$ cat src/rtl/pixsimd_pkg.sv
package pixsimd_pkg;
  localparam int DW     = 64;        // datapath width
  localparam int HW     = 16;        // narrow lane width
  localparam int WW     = 2 * HW;    // wide lane width
  localparam int NH     = DW / HW;   // narrow lane count
  localparam int NW     = DW / WW;   // wide lane count
  localparam int PW     = 8;         // pixel width
  localparam int SW     = 4;         // scale width
  localparam int BPOINT = 7;         // binary point of packed fixed value

  typedef enum logic [2:0] {
    OP_ADD  = 3'd0,
    OP_SUB  = 3'd1,
    OP_GT   = 3'd2,
    OP_LE   = 3'd3,
    OP_NE   = 3'd4,
    OP_EQ   = 3'd5,
    OP_PACK = 3'd6,
    OP_NONE = 3'd7
  } op_e;
endpackage

$ cat src/rtl/pixsimd_rst_sync.sv
module pixsimd_rst_sync (
  input  logic clk,
  input  logic arst_n,
  output logic srst_n
);
  logic meta_q;

  always_ff @(posedge clk or negedge arst_n) begin
    if (!arst_n) begin
      meta_q <= 1'b0;
      srst_n <= 1'b0;
    end else begin
      meta_q <= 1'b1;
      srst_n <= meta_q;
    end
  end
endmodule

$ cat src/rtl/pixsimd_addsub.sv
module pixsimd_addsub #(
  parameter int DW = 64,
  parameter int HW = 16
) (
  input  logic [DW-1:0] a,
  input  logic [DW-1:0] b,
  input  logic          sub,
  input  logic          lane32,
  input  logic          single,
  output logic [DW-1:0] sum
);
  localparam int NP = DW / (2 * HW);  // 32-bit lane pairs
  localparam int HD = DW / 2;

  logic [DW-1:0] bx;
  logic [DW-1:0] raw;

  assign bx = b ^ {DW{sub}};

  // each pair: low half owns its carry, high half takes it only in wide mode
  for (genvar p = 0; p < NP; p++) begin : g_pair
    logic [HW:0]   lo;
    logic [HW-1:0] hi;
    logic          mid_cin;

    assign lo      = {1'b0, a[2*p*HW +: HW]} + {1'b0, bx[2*p*HW +: HW]} + {{HW{1'b0}}, sub};
    assign mid_cin = lane32 ? lo[HW] : sub;
    assign hi      = a[(2*p+1)*HW +: HW] + bx[(2*p+1)*HW +: HW] + {{(HW-1){1'b0}}, mid_cin};
    assign raw[2*p*HW +: 2*HW] = {hi, lo[HW-1:0]};
  end

  assign sum = single ? {{HD{1'b0}}, raw[HD-1:0]} : raw;
endmodule

$ cat src/rtl/pixsimd_cmp.sv
module pixsimd_cmp
  import pixsimd_pkg::*;
#(
  parameter int DW = 64,
  parameter int HW = 16
) (
  input  logic [DW-1:0] a,
  input  logic [DW-1:0] b,
  input  logic          lane32,
  input  op_e           op,
  output logic [DW-1:0] mask
);
  localparam int NN = DW / HW;
  localparam int WL = 2 * HW;
  localparam int NL = DW / WL;

  logic [NN-1:0] gt_n, eq_n;
  logic [NL-1:0] gt_w, eq_w;
  logic [NN-1:0] gt, eq, live, cond;

  for (genvar i = 0; i < NN; i++) begin : g_narrow
    assign gt_n[i] = $signed(a[i*HW +: HW]) > $signed(b[i*HW +: HW]);
    assign eq_n[i] = a[i*HW +: HW] == b[i*HW +: HW];
  end

  for (genvar j = 0; j < NL; j++) begin : g_wide
    assign gt_w[j] = $signed(a[j*WL +: WL]) > $signed(b[j*WL +: WL]);
    assign eq_w[j] = a[j*WL +: WL] == b[j*WL +: WL];
  end

  always_comb begin
    gt   = lane32 ? {{(NN-NL){1'b0}}, gt_w} : gt_n;
    eq   = lane32 ? {{(NN-NL){1'b0}}, eq_w} : eq_n;
    live = lane32 ? {{(NN-NL){1'b0}}, {NL{1'b1}}} : {NN{1'b1}};
    case (op)
      OP_GT:   cond = gt;
      OP_LE:   cond = ~gt;
      OP_NE:   cond = ~eq;
      OP_EQ:   cond = eq;
      default: cond = '0;
    endcase
    mask = {{(DW-NN){1'b0}}, cond & live};
  end
endmodule

$ cat src/rtl/pixsimd_pack.sv
module pixsimd_pack #(
  parameter int DW     = 64,
  parameter int HW     = 16,
  parameter int PW     = 8,
  parameter int SW     = 4,
  parameter int BPOINT = 7
) (
  input  logic [DW-1:0] src,
  input  logic [SW-1:0] scale,
  output logic [DW-1:0] px
);
  localparam int NN   = DW / HW;
  localparam int XW   = HW + (1 << SW) + 2;     // room for the largest shift
  localparam int PMAX = (1 << PW) - 1;

  logic [NN*PW-1:0] bytes;

  for (genvar i = 0; i < NN; i++) begin : g_lane
    logic signed [XW-1:0] ext, shl, rnd, q;

    assign ext = XW'($signed(src[i*HW +: HW]));
    assign shl = ext <<< scale;
    assign rnd = shl + XW'(1 << (BPOINT - 1));
    assign q   = rnd >>> BPOINT;

    always_comb begin
      if (q < 0)
        bytes[i*PW +: PW] = '0;
      else if (q > XW'(PMAX))
        bytes[i*PW +: PW] = PW'(PMAX);
      else
        bytes[i*PW +: PW] = q[PW-1:0];
    end
  end

  assign px = {{(DW-NN*PW){1'b0}}, bytes};
endmodule

$ cat src/rtl/pixsimd_unit.sv
module pixsimd_unit
  import pixsimd_pkg::*;
(
  input  logic          clk,
  input  logic          rst_n,
  input  logic          in_valid,
  input  logic [2:0]    opcode,
  input  logic          lane32,
  input  logic          single,
  input  logic [SW-1:0] scale,
  input  logic [DW-1:0] src_a,
  input  logic [DW-1:0] src_b,
  output logic          out_valid,
  output logic [DW-1:0] result
);
  logic          rst_sync_n;
  op_e           op;
  logic [DW-1:0] as_res, cmp_res, pk_res;
  logic [DW-1:0] res_d;
  logic          vld_d;

  assign op = op_e'(opcode);

  pixsimd_rst_sync u_rst (
    .clk    (clk),
    .arst_n (rst_n),
    .srst_n (rst_sync_n)
  );

  pixsimd_addsub #(.DW(DW), .HW(HW)) u_addsub (
    .a      (src_a),
    .b      (src_b),
    .sub    (op == OP_SUB),
    .lane32 (lane32),
    .single (single),
    .sum    (as_res)
  );

  pixsimd_cmp #(.DW(DW), .HW(HW)) u_cmp (
    .a      (src_a),
    .b      (src_b),
    .lane32 (lane32),
    .op     (op),
    .mask   (cmp_res)
  );

  pixsimd_pack #(.DW(DW), .HW(HW), .PW(PW), .SW(SW), .BPOINT(BPOINT)) u_pack (
    .src   (src_b),
    .scale (scale),
    .px    (pk_res)
  );

  // next-state selection
  always_comb begin
    vld_d = in_valid;
    case (op)
      OP_ADD, OP_SUB:             res_d = as_res;
      OP_GT, OP_LE, OP_NE, OP_EQ: res_d = cmp_res;
      OP_PACK:                    res_d = pk_res;
      default:                    res_d = '0;
    endcase
  end

  // state registers
  always_ff @(posedge clk or negedge rst_sync_n) begin
    if (!rst_sync_n) begin
      out_valid <= 1'b0;
      result    <= '0;
    end else begin
      out_valid <= vld_d;
      if (in_valid) result <= res_d;
    end
  end
endmodule

$ cat config.mk
export PLATFORM = sky130hd
export DESIGN_NAME = pixsimd_unit
export DESIGN_NICKNAME = d
export VERILOG_FILES = /design/src/rtl/pixsimd_pkg.sv /design/src/rtl/pixsimd_rst_sync.sv /design/src/rtl/pixsimd_addsub.sv /design/src/rtl/pixsimd_cmp.sv /design/src/rtl/pixsimd_pack.sv /design/src/rtl/pixsimd_unit.sv
export SDC_FILE = /design/constraint.sdc
export NUM_CORES = 1
export LEC_CHECK = 0
export BUFFER_PORTS_ARGS = -buffer_cell sky130_fd_sc_hd__buf_4
export CORE_ASPECT_RATIO = 1.2
export CORE_MARGIN = 2
export CORE_UTILIZATION = 65
export CTS_CLUSTER_SIZE = 14
export DETAILED_ROUTE_END_ITERATION = 7
export PLACE_DENSITY = 0.95
export SYNTH_ARGS = -nofsm -noshare
export SYNTH_HDL_FRONTEND = slang
export SYNTH_SLANG_ARGS = --single-unit
$ cat constraint.sdc
create_clock -name clk -period 5.8 [get_ports clk]
set_clock_uncertainty 0.2 [all_clocks]
set_input_delay 1.45 -clock clk [delete_from_list [all_inputs] [get_ports clk]]
set_output_delay 1.45 -clock clk [all_outputs]
set_load 0.01 [all_outputs]
==> results of run 1 <==
## stage by stage
step / TNS (ns) / area (sq um) / utilization, % / hold WS (ns)
floorplan: -2.61 / 14100 / - / 0.131
global placement: -10.61 / 16700 / 79.2 / 0.140
detailed placement: -17.37 / 16700 / 79.2 / 0.168
CTS: -2.46 / 17500 / 83.1 / 0.180
## metal layers
layer / track usage [%] / GRT overflow
met1: 72.4 / 0
met2: 86.1 / 6
met3: 61.8 / 0
met4: 67.9 / 0
met5: 40.7 / 0
## cells by family after synthesis
group           after synthesis
simple gates                478
fa+ha+maj                   134
other cells                   1
mux                         180
compound gates              476
xor+xnor                    146
buf+inv                     200
flops                        67
## repair_timing
item                                    CTS
pin swaps                                62
buffers inserted                         49
endpoints found under the setup margin   24
resized for setup                        42
==> results.py, run 1 <==
metrics = {
    "outcome": {
        "status": "aborted with a tool error",
        "haltStage": "5_1_grt",
        "error": "[ERROR GRT-0232] Routing congestion too high. Check the congestion heatmap in the GUI.",
    },
    "die": {
        "die_w_microns": 138,
        "start_util_pct": 66.5,
        "num_io_pins": 205,
        "rows": 58,
        "die_h_microns": 165,
    },
    "synth": {
        "synth_area_sq_mm": 0.0140,
        "yosys-top-cells-count": "128 x ha_1, 128 x nand2_1, 116 x xnor2_1",
        "postSynthCellCount": 1682,
        "synth_edf_count": 0,
        "yosys-mux-area-fraction_pct": 19.1,
        "ys_seq_elements": 67,
        "synth-compound-area-share_pct": 23.8,
        "synth_adder_area_share_pct": 12.3,
        "synth-simple-area-share_pct": 17.4,
        "synth_xor_area_share_pct": 9.13,
        "synthArstFlopShare_pct": 100,
        "yosysTopAreaCellShare_pct": 12.0,
        "synth_cell_type_count": 87,
        "synthTopCellsByArea": "dfrtp_1 12%, ha_1 11%, mux4_2 10%",
        "seq_area_frac_synth_pct": 12.0,
        "syn-num-nets": 1956,
        "synth-main-ff-cell": "dfrtp_1",
        "synth_top_family_by_area": "compound AO/OA/AOI/OAI gates",
        "yosys.area.top_type": "dfrtp_1",
        "ys_warn_count": 0,
        "syn_area_per_cell_sq_um": 8.32,
    },
    "clock_network": {
        "postCtsHoldBufs": 0,
        "cts_buffers": 9,
        "cts.path.max_buffers": 2,
        "clock-sinks": 67,
        "htreeDepth": 3,
        "cts_root_buf": "clkbuf_16",
    },
    "placement": {
        "place_congestion": 1.17,
        "pre_cts_ws_ns": -1.34,
        "portBuffers": 204,
        "hpwl_microns": 39400,
        "dp.cells": 2222,
    },
    "global_routing": {
        "grt_overflow": 6,
        "gr-usage-all-layers_pct": 72.6,
        "grt_max_degree": 66,
    },
    "sta": {
        "worstEpCategory": "register input",
        "worstEndpointGrtRepair": "result[30]$_DFFE_PN0P_/D",
    },
}
==> run 2: changes to the inputs <==
--- a/config.mk
+++ b/config.mk
@@ -6,12 +6,10 @@
 export NUM_CORES = 1
 export LEC_CHECK = 0
 export BUFFER_PORTS_ARGS = -buffer_cell sky130_fd_sc_hd__buf_4
-export CORE_ASPECT_RATIO = 1.2
 export CORE_MARGIN = 2
-export CORE_UTILIZATION = 65
-export CTS_CLUSTER_SIZE = 14
+export CORE_UTILIZATION = 40
 export DETAILED_ROUTE_END_ITERATION = 7
-export PLACE_DENSITY = 0.95
+export PLACE_DENSITY_LB_ADDON = 0.15
 export SYNTH_ARGS = -nofsm -noshare
 export SYNTH_HDL_FRONTEND = slang
 export SYNTH_SLANG_ARGS = --single-unit
==> run 2 against run 1 <==
Net effect:
- the flow now finishes, with violations (negative setup slack)
- synthesized area is the same
- synthesized cell count is the same
==> results.py, run 2 <==
metrics = {
    "clock_network": {
        "clk_latency_ns": 0.35,
        "cts_tree": "yes",
        "clock-sinks": 67,
        "cts_root_buf": "clkbuf_16",
        "cts_buffers": 9,
        "clk_transition_reported_paths_ns": 0.07,
        "cts.path.max_buffers": 2,
        "htreeDepth": 3,
    },
    "synth": {
        "synth_area_sq_mm": 0.0140,
        "synth-main-ff-cell": "dfrtp_1",
        "synth_cell_type_count": 87,
        "yosys.area.top_type": "dfrtp_1",
        "ys_warn_count": 0,
        "synthArstFlopShare_pct": 100,
        "synth_edf_count": 0,
        "seq_area_frac_synth_pct": 12.0,
        "syn_area_per_cell_sq_um": 8.32,
        "postSynthCellCount": 1682,
        "yosysTopAreaCellShare_pct": 12.0,
        "ys_seq_elements": 67,
        "yosys-top-cells-count": "128 x ha_1, 128 x nand2_1, 116 x xnor2_1",
        "syn-num-nets": 1956,
        "synthTopCellsByArea": "dfrtp_1 12%, ha_1 11%, mux4_2 10%",
    },
    "sta": {
        "finalSetupViolations": 12,
        "fin_ws_ns": -0.543,
        "tightest_slew_ns": 0.912,
        "rsz0062_at_grt": "yes",
        "fin_crit_ns": 6.34,
        "finalHoldViolCount": 0,
        "slew_headroom_pct": 39.2,
        "fin_crit_sh_pct": 109,
        "max_freq_mhz": 158,
        "fin_hold_ws_ns": 0.163,
        "maxSlewViolCount": 0,
    },
    "finish": {
        "layout-drive-gt1-share_pct": 31.7,
        "insertedDiodeCount": 0,
        "nets": 2308,
        "post-route-util_pct": 52.3,
        "largest_reg_flops": 64,
        "fill_cells": 3323,
        "layout_commonest_cell": "buf_4",
        "mostFrequentLayoutCells": "415 x buf_4, 128 x ha_1, 125 x nand2_1",
        "largest_register": "result",
        "final_cells": 2494,
        "syn_to_final_growth_pct": 29.0,
    },
    "placement": {
        "place_congestion": 0.954,
        "hpwl_microns": 41500,
        "dp.cells": 2444,
        "portBuffers": 204,
    },
    "outcome": {
        "violations": "negative setup slack",
        "status": "complete, but fails checks",
    },
    "global_routing": {
        "gr-usage-all-layers_pct": 28.3,
        "grt_max_degree": 66,
        "grt_pass1_vias": 14400,
        "grt_pass1_wl_microns": 80900,
        "grt_antenna_before_repair": 0,
        "grt_overflow": 0,
    },
    "die": {
        "num_io_pins": 205,
        "start_util_pct": 40.5,
        "dieArea_sq_mm": 0.0365,
        "die_w_microns": 191,
        "die_h_microns": 191,
        "rows": 68,
        "coreArea_sq_mm": 0.0345,
    },
    "critical_path": {
        "cp-end-kind": "register",
        "crit_type": "in2reg",
        "crit_path_top_delay_cell": "fa_2",
        "critPathMaxFanout": 5,
        "cp.arrival_ns": 6.38,
        "max_stage_delay_ns": 0.41,
        "crit_family": "compound AO/OA/AOI/OAI gates",
        "cp.required_ns": 5.84,
        "worstSetupStartpointType": "input pin",
        "crit_buf_inv": 3,
    },
    "power_and_ir_drop": {
        "powerDensity_mw_per_mm2": 161,
        "total_power_w": 0.00291,
        "ir_drop_v": 0.000124,
        "p_leak_nw": 8.16,
    },
    "route": {
        "drt-total-wl_microns": 52500,
        "postRouteAntennaNets": 0,
        "dr.pass1.iters": 5,
        "drc": 0,
        "wl_per_cell_microns": 21.1,
        "via_count": 14800,
        "drt_iter0_drc": 1120,
        "vias_per_cell": 5.95,
    },
    "flow_run": {
        "cap_violations": 0,
    },
    "hold_path": {
        "min_path_type": "reg2reg",
    },
}
## run 2: layer usage
layer / vias up / wire, microns / global-route usage, %
met5: - / 0 / 0
met4: 0 / 1160 / 7.16
met3: 53 / 3180 / 3.18
met2: 523 / 25100 / 48.2
met1: 7179 / 23100 / 38.0
li1: 7072 / - / -
## run 2: power by group
| group | switching (W) | total, W | leakage [nW] | internal, W |
|---|---|---|---|---|
| logic | 0.000897 | 0.00174 | 7.12 | 0.000843 |
| registers | 0.0000311 | 0.000544 | 0.891 | 0.000513 |
| clock network | 0.000283 | 0.000624 | 0.149 | 0.000342 |
## run 2: final cells by class
cell class                      count  area, sq um  area share (%)
Multi-Input combinational cell   1415        11700            65.0
Timing Repair Buffer              430         3350            18.5
Sequential cell                    67         1680            9.29
Tap cell                          455          569            3.15
Inverter                          111          417            2.31
Clock buffer                        9          225            1.25
Clock inverter                      7         80.1           0.443
## run 2: worst paths after layout
kind,from,to,slack [ns],cells past startpoint
min in group asynchronous,u_rst.srst_n,result[53],0.27,1
max,opcode[2],result[28],-0.54,27
min,u_rst.meta_q,u_rst.srst_n,0.16,0
min reg2reg,u_rst.meta_q,u_rst.srst_n,0.16,0
max in group asynchronous,u_rst.srst_n,result[11],4.51,1
max reg2reg,result[3],result[3],4.16,5
## run 2: logic make-up (layout without fill, tap and decap cells)
| kind of cell | Yosys count | after routing | share of synthesized area [%] |
|---|---|---|---|
| flip-flops | 67 | 67 | 12.0 |
| adder cells (fa/ha/maj) | 134 | 134 | 12.3 |
| AND/OR/NAND/NOR | 478 | 478 | 17.4 |
| multiplexers | 180 | 180 | 19.1 |
| AO/OA/AOI/OAI | 476 | 476 | 23.8 |
| other | 1 | 1 | 0.0268 |
| buffers and inverters | 200 | 557 | 6.34 |
| XOR/XNOR | 146 | 146 | 9.13 |
## run 2: worst reg2reg max path, delay by kind of cell (launching register included)
family	cells	cell delay (ns)
AO/OA/AOI/OAI	3	0.31
flip-flops	1	0.42
AND/OR/NAND/NOR	2	0.57
## run 2: metrics by stage
stage / setup WS, ns / cell area [sq um] / TNS, ns
6_report: -0.543 / 18100 / -2.48
3_3_place_gp: -0.976 / 17200 / -9.77
3_5_place_dp: -1.05 / 17200 / -10.80
5_1_grt: -0.766 / 18100 / -4.90
2_1_floorplan: -0.563 / 14100 / -2.61
4_1_cts: -0.548 / 17800 / -2.12
## run 2: repair_timing
action,4_1_cts,5_1_grt
resized for setup,36,34
cloned,0,0
buffers inserted,21,15
pin swaps,41,52
endpoints found under the hold margin,0,0
hold buffers,0,0
endpoints found under the setup margin,14,16
No activity file was read; power rests on OpenSTA's default activity.
==> run 3: changes to the inputs <==
--- a/config.mk
+++ b/config.mk
@@ -7,7 +7,7 @@
 export LEC_CHECK = 0
 export BUFFER_PORTS_ARGS = -buffer_cell sky130_fd_sc_hd__buf_4
 export CORE_MARGIN = 2
-export CORE_UTILIZATION = 40
+export CORE_UTILIZATION = 39
 export DETAILED_ROUTE_END_ITERATION = 7
 export PLACE_DENSITY_LB_ADDON = 0.15
 export SYNTH_ARGS = -nofsm -noshare
==> run 3 against run 2 <==
Net effect:
- the flow still finishes with violations (negative setup slack)
- global-route usage shrank 1.2 points
- wire length shrank 0.61%
- combinational power is essentially flat
- sequential cell count is the same
- via count shrank 0.55%
- cell count shrank 0.20%
- power shrank 0.53%
- critical endpoint is now result[30]
- largest cell class unchanged
- largest power group unchanged
- highest routed layer unchanged
==> results.py, run 3 (synthesis gave the netlist of run 2 again) <==
metrics = {
    "critical_path": {
        "rr_startpoint": "result[3]",
        "critPathMaxFanout": 5,
        "r2r_slack_ns": 4.15,
        "cp-end-kind": "register",
        "r2r_cells": 5,
        "rr_endpoint": "result[3]",
        "worstSetupStartpointType": "input pin",
        "cp.arrival_ns": 6.32,
        "crit_type": "in2reg",
        "cp.required_ns": 5.85,
    },
    "finish": {
        "largest_register": "result",
        "syn_to_final_growth_pct": 28.1,
        "final_cells": 2489,
        "largest_reg_flops": 64,
        "multi_input_area_sq_mm": 0.0117,
        "final-seq-area_sq_mm": 0.00168,
        "nets": 2296,
        "post-route-util_pct": 50.5,
        "fill_cells": 3440,
        "mostFrequentLayoutCells": "407 x buf_4, 128 x ha_1, 125 x nand2_1",
        "layout_commonest_cell": "buf_4",
        "layout-drive-gt1-share_pct": 31.2,
    },
    "global_routing": {
        "gr-usage-met1_pct": 35.5,
        "grt_overflow": 0,
        "grtUsageMet3_pct": 3.50,
        "grt_max_degree": 73,
        "gr-usage-all-layers_pct": 27.0,
        "grt_pass1_wl_microns": 81300,
        "met2_usage_pct": 45.0,
        "grt-busiest-layer": "met2",
        "grt_pass1_vias": 14500,
        "grt_antenna_before_repair": 0,
    },
    "route": {
        "postRouteAntennaNets": 0,
        "via_count": 14700,
        "drt_iter0_drc": 1237,
        "drc": 0,
        "drt-total-wl_microns": 52200,
        "vias_per_cell": 5.92,
        "wl_per_cell_microns": 21.0,
        "dr.pass1.iters": 6,
    },
    "flow_run": {
        "cap_violations": 0,
    },
    "placement": {
        "hpwl_microns": 41500,
        "dp.cells": 2443,
        "place_congestion": 0.928,
        "portBuffers": 204,
        "pre_cts_ws_ns": -1.13,
    },
    "die": {
        "num_io_pins": 205,
        "coreArea_sq_mm": 0.0355,
        "start_util_pct": 39.5,
        "die_w_microns": 193,
        "dieArea_sq_mm": 0.0374,
        "rows": 69,
        "die_h_microns": 193,
    },
    "power_and_ir_drop": {
        "powerDensity_mw_per_mm2": 161,
        "p_leak_nw": 8.09,
        "swShare_pct": 41.7,
        "cell_internal_pwr_w": 0.00169,
        "seq_power_share_pct": 18.8,
        "p_switching_w": 0.00121,
        "pwr-share-clk_pct": 21.6,
        "power_frac_comb_pct": 59.6,
        "ir_drop_v": 0.000124,
    },
    "sta": {
        "max_freq_mhz": 160,
        "finalHoldViolCount": 0,
        "fin_ws_ns": -0.468,
        "slew_headroom_pct": 39.6,
        "fin_crit_sh_pct": 108,
        "tightest_slew_ns": 0.906,
        "maxSlewViolCount": 0,
        "rsz0062_at_grt": "yes",
        "fin_hold_ws_ns": 0.148,
        "fin_crit_ns": 6.27,
        "finalSetupViolations": 10,
    },
    "clock_network": {
        "cts_tree": "yes",
        "clk_latency_ns": 0.36,
        "clk_transition_reported_paths_ns": 0.07,
        "postCtsHoldBufs": 0,
        "cts_buffers": 9,
        "cts.path.max_buffers": 2,
        "clock-sinks": 67,
        "htreeDepth": 3,
        "cts_root_buf": "clkbuf_16",
    },
    "outcome": {
        "violations": "negative setup slack",
        "status": "complete, but fails checks",
    },
    "hold_path": {
        "min_path_type": "reg2reg",
        "hold_depth": 0,
        "hold_end": "u_rst.srst_n",
        "min_from": "u_rst.meta_q",
    },
}
## run 3: per-stage QoR
stage                     total power [W]  instance area [sq um]  setup TNS, ns
after floorplan                   0.00158                  14100          -2.61
after detailed placement          0.00218                  17200         -10.82
after global placement            0.00217                  17200          -9.74
after global routing              0.00308                  17900          -5.43
after CTS                         0.00286                  17800          -1.98
final                             0.00289                  17900          -1.97
## run 3: how the worst max path moves through the flow
stage                    from    endpoint  slack, ns  cells after the start
floorplan           opcode[0]  result[30]      -0.56                     27
global placement    opcode[1]  result[30]      -1.02                     27
detailed placement  opcode[1]  result[30]      -1.13                     27
CTS                 opcode[1]  result[30]      -0.57                     27
global route        opcode[1]  result[30]      -0.77                     27
finish              opcode[1]  result[30]      -0.47                     27
## run 3: timing repair
item,in CTS,in global routing
pin swaps,42,47
endpoints found under the setup margin,14,18
gates resized for setup,38,23
buffers inserted,17,14
## run 3: final cells by class
cell class	count	share of cell area, %
inverter	111	2.32
sequential	67	9.35
multi-input combinational	1415	65.4
timing repair buffer	418	18.0
clock buffer	9	1.26
tap	461	3.22
antenna	1	0.0140
clock inverter	7	0.446
## run 3: power groups by stage
stage,clock network (W),logic [W],registers [W]
floorplan,0,0.00100,0.000573
global placement,0,0.00161,0.000553
detailed placement,0,0.00163,0.000553
CTS,0.000635,0.00168,0.000545
global route,0.000648,0.00188,0.000551
finish,0.000624,0.00173,0.000544
## run 3: metal layers
layer | routed length, microns | up-vias
met5 | 0 | -
met4 | 1970 | 0
met2 | 24400 | 548
met1 | 22600 | 7072
met3 | 3230 | 98
li1 | - | 7027
## run 3: worst max-delay path, cell delays in order
cell      delay [ns]
buf_8           0.10
nor3b_4         0.23
buf_12          0.16
xnor2_4         0.07
fa_2            0.40
a21o_1          0.17
a21oi_2         0.16
nor2b_2         0.07
o211ai_1        0.25
nand3_1         0.18
o311ai_4        0.10
o21ai_2         0.09
a21o_1          0.19
nand2_2         0.13
a31oi_4         0.12
fa_2            0.39
fa_2            0.40
a21o_1          0.19
a311oi_2        0.32
o31ai_2         0.11
o21a_1          0.22
o21ai_2         0.11
nand2b_1        0.10
a31oi_2         0.17
xnor2_1         0.09
a222oi_1        0.27
nand2b_1        0.08
